--- src/rtl/snvm_pkg.sv ---
package snvm_pkg;
  localparam int ADDR_W    = 7;
  localparam int WORD_W    = 8;
  localparam int DEPTH     = 1 << ADDR_W;
  localparam int SHORT_LEN = ADDR_W + 1;
  localparam int LONG_LEN  = WORD_W + ADDR_W + 1;
  localparam int CNT_W     = $clog2(LONG_LEN + 2);

  typedef enum logic [1:0] {OP_NONE, OP_READ, OP_ERASE, OP_WRITE} snvm_op_e;

  typedef struct packed {
    snvm_op_e            op;
    logic [ADDR_W-1:0]   addr;
    logic [WORD_W-1:0]   data;
  } snvm_cmd_t;

  // Frame length and trailing control bit pick the command.
  function automatic snvm_cmd_t decode_frame(input logic [CNT_W-1:0] nbits,
                                             input logic [LONG_LEN-1:0] sr,
                                             input logic busy);
    snvm_cmd_t c;
    logic      cb;
    cb     = sr[LONG_LEN-1];
    c.addr = sr[LONG_LEN-2 -: ADDR_W];
    c.data = sr[WORD_W-1:0];
    c.op   = OP_NONE;
    if (!busy) begin
      if (nbits == CNT_W'(SHORT_LEN))                c.op = cb ? OP_ERASE : OP_READ;
      else if (nbits == CNT_W'(LONG_LEN) && cb)      c.op = OP_WRITE;
    end
    return c;
  endfunction

  // New word content for a programming clock.
  function automatic logic [WORD_W-1:0] prog_value(input snvm_op_e op,
                                                   input logic level,
                                                   input logic [WORD_W-1:0] old,
                                                   input logic [WORD_W-1:0] data);
    if (op == OP_ERASE) return '1;
    if (level)          return data;
    return old & data;
  endfunction
endpackage

--- src/rtl/snvm_pin_edges.sv ---
module snvm_pin_edges (
  input  logic clk,
  input  logic rst_n,
  input  logic sclk_i,
  input  logic ce_i,
  output logic sclk_rise,
  output logic sclk_fall,
  output logic ce_rise,
  output logic ce_fall
);
  logic sclk_q;
  logic ce_q;

  always_ff @(posedge clk or negedge rst_n) begin
    if (!rst_n) begin
      sclk_q <= 1'b0;
      ce_q   <= 1'b1;
    end else begin
      sclk_q <= sclk_i;
      ce_q   <= ce_i;
    end
  end

  assign sclk_rise = sclk_i & ~sclk_q;
  assign sclk_fall = ~sclk_i & sclk_q;
  assign ce_rise   = ce_i & ~ce_q;
  assign ce_fall   = ~ce_i & ce_q;
endmodule

--- src/rtl/snvm_frame_shift.sv ---
module snvm_frame_shift
  import snvm_pkg::*;
(
  input  logic                clk,
  input  logic                rst_n,
  input  logic                ce_i,
  input  logic                dio_i,
  input  logic                sclk_rise,
  input  logic                ce_rise,
  output logic [LONG_LEN-1:0] sr_o,
  output logic [CNT_W-1:0]    nbits_o
);
  localparam logic [CNT_W-1:0] CNT_MAX = CNT_W'(LONG_LEN + 1);

  logic             take_bit;
  logic [CNT_W-1:0] cnt_base;

  assign take_bit = ce_i & sclk_rise;
  assign cnt_base = ce_rise ? '0 : nbits_o;

  always_ff @(posedge clk or negedge rst_n) begin
    if (!rst_n) begin
      sr_o    <= '0;
      nbits_o <= '0;
    end else if (take_bit) begin
      sr_o    <= {dio_i, sr_o[LONG_LEN-1:1]};
      nbits_o <= (cnt_base == CNT_MAX) ? CNT_MAX : cnt_base + CNT_W'(1);
    end else begin
      nbits_o <= cnt_base;
    end
  end

  a_r10_count_saturates: assert property (@(posedge clk) disable iff (!rst_n)
    nbits_o <= CNT_MAX);
  a_r2_frozen_while_enabled: assert property (@(posedge clk) disable iff (!rst_n)
    !ce_i |=> $stable(sr_o));
endmodule

--- src/rtl/snvm_word_array.sv ---
module snvm_word_array
  import snvm_pkg::*;
#(
  parameter int                PROG_CLKS = 64,
  parameter logic [WORD_W-1:0] INIT_WORD = '1
) (
  input  logic              clk,
  input  logic              rst_n,
  input  logic              prog_fire,
  input  snvm_op_e          op,
  input  logic              level,
  input  logic [ADDR_W-1:0] addr,
  input  logic [WORD_W-1:0] data,
  output logic [WORD_W-1:0] rd_word,
  output logic              busy_o
);
  localparam int BW = $clog2(PROG_CLKS + 1);

  logic [WORD_W-1:0] mem [DEPTH];
  logic [BW-1:0]     bcnt;

  always_ff @(posedge clk or negedge rst_n) begin
    if (!rst_n) begin
      for (int i = 0; i < DEPTH; i++) mem[i] <= INIT_WORD;
      bcnt <= '0;
    end else if (prog_fire) begin
      mem[addr] <= prog_value(op, level, mem[addr], data);
      bcnt      <= BW'(PROG_CLKS);
    end else if (bcnt != '0) begin
      bcnt <= bcnt - BW'(1);
    end
  end

  assign rd_word = mem[addr];
  assign busy_o  = (bcnt != '0);

  a_r9_busy_follows_prog: assert property (@(posedge clk) disable iff (!rst_n)
    prog_fire |=> busy_o);
  a_r9_no_prog_while_busy: assert property (@(posedge clk) disable iff (!rst_n)
    busy_o |-> !prog_fire);
  a_r9_timer_bounded: assert property (@(posedge clk) disable iff (!rst_n)
    bcnt <= BW'(PROG_CLKS));
endmodule

--- src/rtl/snvm_read_shift.sv ---
module snvm_read_shift
  import snvm_pkg::*;
(
  input  logic              clk,
  input  logic              rst_n,
  input  logic              ce_i,
  input  logic              load,
  input  logic [WORD_W-1:0] word,
  input  logic              sclk_fall,
  output logic              dio_o,
  output logic              dio_oe
);
  logic [WORD_W-1:0] out_sr;
  logic              live;

  always_ff @(posedge clk or negedge rst_n) begin
    if (!rst_n) begin
      out_sr <= '0;
      live   <= 1'b0;
      dio_o  <= 1'b0;
      dio_oe <= 1'b0;
    end else if (ce_i) begin
      live   <= 1'b0;
      dio_oe <= 1'b0;
    end else if (load) begin
      out_sr <= word;
      live   <= 1'b1;
    end else if (sclk_fall && live) begin
      dio_o  <= out_sr[0];
      out_sr <= out_sr >> 1;
      dio_oe <= 1'b1;
    end
  end

  a_r4_hiz_after_ce_high: assert property (@(posedge clk) disable iff (!rst_n)
    ce_i |=> !dio_oe);
  a_r3_drive_starts_on_fall: assert property (@(posedge clk) disable iff (!rst_n)
    $rose(dio_oe) |-> $past(sclk_fall));
endmodule

--- src/rtl/serial_nvm_emu.sv ---
module serial_nvm_emu
  import snvm_pkg::*;
#(
  parameter int                PROG_CLKS = 64,
  parameter logic [WORD_W-1:0] INIT_WORD = '1
) (
  input  logic clk,
  input  logic rst_n,
  input  logic sclk_i,
  input  logic ce_i,
  input  logic dio_i,
  output logic dio_o,
  output logic dio_oe,
  output logic busy_o
);
  logic                sclk_rise, sclk_fall, ce_rise, ce_fall;
  logic [LONG_LEN-1:0] sr;
  logic [CNT_W-1:0]    nbits;
  snvm_cmd_t           dec, cmd_q;
  logic                exec_clk, prog_fire, rd_load;
  logic [WORD_W-1:0]   rd_word;

  snvm_pin_edges u_edges (
    .clk(clk), .rst_n(rst_n), .sclk_i(sclk_i), .ce_i(ce_i),
    .sclk_rise(sclk_rise), .sclk_fall(sclk_fall), .ce_rise(ce_rise), .ce_fall(ce_fall)
  );

  snvm_frame_shift u_shift (
    .clk(clk), .rst_n(rst_n), .ce_i(ce_i), .dio_i(dio_i),
    .sclk_rise(sclk_rise), .ce_rise(ce_rise), .sr_o(sr), .nbits_o(nbits)
  );

  assign dec = decode_frame(nbits, sr, busy_o);

  always_ff @(posedge clk or negedge rst_n) begin
    if (!rst_n)        cmd_q    <= '0;
    else if (ce_i)     cmd_q.op <= OP_NONE;
    else if (ce_fall)  cmd_q    <= dec;
    else if (exec_clk) cmd_q.op <= OP_NONE;
  end

  assign exec_clk  = sclk_rise & ~ce_i & (cmd_q.op != OP_NONE);
  assign prog_fire = exec_clk & ((cmd_q.op == OP_WRITE) | ((cmd_q.op == OP_ERASE) & dio_i));
  assign rd_load   = exec_clk & (cmd_q.op == OP_READ);

  snvm_word_array #(.PROG_CLKS(PROG_CLKS), .INIT_WORD(INIT_WORD)) u_array (
    .clk(clk), .rst_n(rst_n), .prog_fire(prog_fire), .op(cmd_q.op), .level(dio_i),
    .addr(cmd_q.addr), .data(cmd_q.data), .rd_word(rd_word), .busy_o(busy_o)
  );

  snvm_read_shift u_read (
    .clk(clk), .rst_n(rst_n), .ce_i(ce_i), .load(rd_load), .word(rd_word),
    .sclk_fall(sclk_fall), .dio_o(dio_o), .dio_oe(dio_oe)
  );

  // frames of the wrong length or a long frame without the control bit are dropped
  a_r10_bad_frame_dropped: assert property (@(posedge clk) disable iff (!rst_n)
    (ce_fall && nbits != CNT_W'(SHORT_LEN) && !(nbits == CNT_W'(LONG_LEN) && sr[LONG_LEN-1]))
      |=> cmd_q.op == OP_NONE);
  a_r6_one_exec_per_enable: assert property (@(posedge clk) disable iff (!rst_n)
    exec_clk |=> cmd_q.op == OP_NONE);
endmodule

--- config.mk ---
export PLATFORM = sky130hd
export DESIGN_NAME = serial_nvm_emu
export DESIGN_NICKNAME = d
export VERILOG_FILES = /design/src/rtl/snvm_pkg.sv /design/src/rtl/snvm_pin_edges.sv /design/src/rtl/snvm_frame_shift.sv /design/src/rtl/snvm_word_array.sv /design/src/rtl/snvm_read_shift.sv /design/src/rtl/serial_nvm_emu.sv
export SDC_FILE = /design/constraint.sdc
export NUM_CORES = 2
export LEC_CHECK = 0
export ABC_CLOCK_PERIOD_IN_PS = 3440
export BUFFER_PORTS_ARGS = -buffer_cell sky130_fd_sc_hd__buf_4
export CAP_MARGIN = 20
export CORE_ASPECT_RATIO = 1.75
export CORE_UTILIZATION = 35
export CTS_CLUSTER_SIZE = 16
export DETAILED_ROUTE_END_ITERATION = 12
export HOLD_SLACK_MARGIN = 0.06
export MAX_ROUTING_LAYER = met4
export SLEW_MARGIN = 20
export SYNTH_ARGS = -nofsm -noshare
export SYNTH_HDL_FRONTEND = slang
export SYNTH_SLANG_ARGS = --single-unit
--- constraint.sdc ---
create_clock -name clk -period 3.44 [get_ports clk]
set_input_delay 0.344 -clock clk [delete_from_list [all_inputs] [get_ports clk]]
set_output_delay 0.344 -clock clk [all_outputs]
set_load 0.02 [all_outputs]
==> results.sh <==
export IMPL_hold_viol=0
export IMPL_n_fill_cell=14630
export IMPL_hold_path_class="in -> reg"
export IMPL_max_cap_violations=0
export IMPL_regArea_sq_um=28360
export IMPL_clkTransAtPathRegs_ns=0.07
export IMPL_fp_dieW_microns=298.7
export IMPL_grt_pass1_wl_microns=277200
export IMPL_r2r_start="cmd_q[8]$_DFFE_PN0P_"
export IMPL_grt_overflow_total=0
export IMPL_clock_fmax_mhz=296.3
export IMPL_cp_num_buf_inv=6
export IMPL_antenna_found_initial=1
export IMPL_layout_drive_gt1_share_pct=35.61
export IMPL_cts_buffers=97
export IMPL_p_per_area_nw_per_um2=444.1
export IMPL_ff2ff_setup_slack_ns=0.06
export IMPL_layout_commonest_cell="nor2_1"
export IMPL_slew_headroom_pct=24.67
export IMPL_fp_dieArea_sq_um=155700
export IMPL_holdCritStartpoint="sclk_i"
export IMPL_placed_area_sq_um=59200
export IMPL_synth_area_per_cell_sq_um=10.60
export IMPL_path_class="reg -> reg"
export IMPL_leakagePower_nw=21.09
export IMPL_multi_input_area_sq_um=23380
export IMPL_async_flop_share_pct=100.0
export IMPL_synth_net_count=5096
export IMPL_busiest_layer="met2"
export IMPL_fin_nets=5172
export IMPL_root_buffer="clkbuf_16"
export IMPL_areaGrowthSynthToFinish_pct=16.42
export IMPL_timing_final_ws_setup_ns=0.06448
export IMPL_path_max_fanout=27
export IMPL_startpoint_type="flop"
export IMPL_vias=44320
export IMPL_synth_edf_count=0
export IMPL_cts_tree="built"
export IMPL_grt_usage_pct=23.51
export IMPL_clk_path_buf_depth=3
export IMPL_gp_congestion=0.9149
export IMPL_use_met3_pct=2.756
export IMPL_crit_chain="buf_12 -> buf_12 -> buf_12 -> mux2i_1 -> o22ai_1 -> o21ai_0 -> a41oi_2 -> buf_4 -> nor4_4 -> buf_6 -> buf_12 -> a221oi_1"
export IMPL_path_common_cell="buf_12"
export IMPL_drcViolationCount=0
export IMPL_final_setup_viol_count=0
export IMPL_synth_ff_type="dfstp_2"
export IMPL_hpwl_microns=117100
export IMPL_min_period_over_period_pct=98.13
export IMPL_fin_area_sq_um=62780
export IMPL_wirelength_microns=181400
export IMPL_rows=190
export IMPL_synthCells=5087
export IMPL_drv_slew=0
export IMPL_final_antenna_net_count=0
export IMPL_dpl_worst_slack_ns=-0.06692
export IMPL_final_cell_mix="nor2_1, dfstp_2, a221oi_1"
export IMPL_fp_coreArea_sq_um=153100
export IMPL_slowest_delay_ns=0.44
export IMPL_grt_max_degree=131
export IMPL_critPathSlowestCell="dfrtp_4"
export IMPL_crit_arrival_ns=3.98
export IMPL_fin_util_pct=41.01
export IMPL_met2_usage_pct=39.69
export IMPL_vdd_ir_drop_max_mv=0.3536
export IMPL_tightestPinTransition_ns=1.121
export IMPL_yosysSeqAreaShare_pct=52.59
export IMPL_cts_sinks=1082
export IMPL_syn_cell_area_sq_um=53930
export IMPL_synth_distinct_cells=44
export IMPL_wl_per_cell_microns=24.98
export IMPL_routed_via_density=6.103
export IMPL_use_met1_pct=27.04
export IMPL_yosysWarnings=0
export IMPL_insertion_delay_ns=0.73
export IMPL_start_util_pct=35.22
export IMPL_grt_pass1_vias=44810
export IMPL_cp_required_ns=4.04
export IMPL_first_pass_iters=6
export IMPL_skew_ns=0.02722
export IMPL_critPathLaunch="cmd_q[8]$_DFFE_PN0P_"
export IMPL_rsz0062_at_grt="yes"
export IMPL_ys_seq_elements=1082
export IMPL_dr_first_iter_drc_count=3872
export IMPL_fin_crit_ns=3.376
export IMPL_critPathCaptureType="flop"
export IMPL_ios=8
export IMPL_htree_levels=3
export IMPL_port_buffers=7
export IMPL_outcome="completed"
export IMPL_crit_family="buffers and inverters"
export IMPL_die_height_microns=521.3
logic make-up (layout without fill, tap and decap cells):
family                   after synthesis  in the layout  synth area share [%]
XOR/XNOR                               7              7                0.1137
adder cells (fa/ha/maj)                4              4               0.09281
AO/OA/AOI/OAI                       1461           1461                 21.59
flip-flops                          1082           1082                 52.59
buffers and inverters                562            720                 4.643
AND/OR/NAND/NOR                     1442           1442                 11.12
multiplexers                         529            529                 9.856
other                                  0              1                     0
metrics by stage:
| step | power, mW | hold slack [ns] | std cells | TNS [ns] |
|---|---|---|---|---|
| after floorplan | 14.96 | 0.04841 | 5087 | 0 |
| after global placement | 16.62 | 0.4638 | 7068 | -4.127 |
| after detailed placement | 16.65 | 0.4674 | 7068 | -2.421 |
| after CTS | 28.04 | 0.2598 | 7253 | 0 |
| after global routing | 28.68 | 0.2910 | 7262 | -0.02253 |
| final | 27.88 | 0.2967 | 7262 | 0 |
sequential cells by signal, summed over array words and instances (netlist names), 5 cells and up:
signal / cells
cmd_q: 17
u_shift.sr_o: 16
u_array.mem: 1024
u_array.bcnt: 7
u_shift.nbits_o: 5
u_read.out_sr: 8
where the power goes:
group          internal, mW  switching [mW]  leakage [nW]
Combinational          1.22            2.38          8.16
Sequential             12.8           0.112          11.3
Clock                  6.15            5.18          1.60
Total                  20.2            7.67          21.1
what timing repair did:
item	4_1_cts	5_1_grt
gates resized for setup	6	32
setup endpoints to repair	293	721
hold endpoints to repair	37	0
gates cloned	0	2
hold buffers	4	0
buffers inserted	0	4
pin swaps	0	2
routing by layer:
layer / vias up / part of all wire, %
met5: - / 0
met4: 0 / 6.0
met3: 450 / 4.9
met2: 1638 / 51
met1: 22590 / 38
li1: 19640 / -
synth_stat cells (9+ instances only):
master    number  area share, %
nor2_2        52           0.60
a221oi_1    1024             17
mux2i_1      513            9.5
nor2_1      1119            7.8
nor3_2        24           0.45
dfrtp_1       57            2.6
buf_2        273            2.5
a41oi_1       32           0.52
clkbuf_1     262            1.8
nor4_1         9           0.10
o22ai_1      256            3.0
nand2_1       83           0.58
o21ai_0      128            1.2
mux2_2        16           0.33
nor3_1       109            1.0
buf_4         14           0.19
dfstp_2     1025             50
final cells by class:
| type | instances | share of cell area, % |
|---|---|---|
| Tap cell | 2016 | 4.018 |
| Inverter | 6 | 0.03587 |
| Multi-Input combinational cell | 3443 | 37.24 |
| Clock buffer | 142 | 4.584 |
| Timing Repair Buffer | 533 | 8.344 |
| Antenna cell | 1 | 0.003986 |
| Sequential cell | 1082 | 45.18 |
| Clock inverter | 39 | 0.5999 |
worst reg2reg max path, stage by stage (launching register included):
cell,delay (ns)
dfrtp_4,0.44
buf_12,0.22
buf_12,0.28
buf_12,0.23
mux2i_1,0.28
o22ai_1,0.14
o21ai_0,0.23
a41oi_2,0.26
buf_4,0.24
nor4_4,0.32
buf_6,0.23
buf_12,0.21
a221oi_1,0.16
worst paths after layout:
path	endpoint	depth (start not counted)
worst max-delay path	u_array.mem[714]$_DFFE_PN1P_	12
worst min-delay path	u_edges.sclk_q$_DFF_PN0_	2
worst max register to register	u_array.mem[714]$_DFFE_PN1P_	12
worst min register to register	u_array.bcnt[6]$_DFFE_PN0P_	1
max in group asynchronous	u_array.mem[128]$_DFFE_PN1P_	3
min in group asynchronous	u_array.mem[746]$_DFFE_PN1P_	2
(Power assumes the default switching activity.)
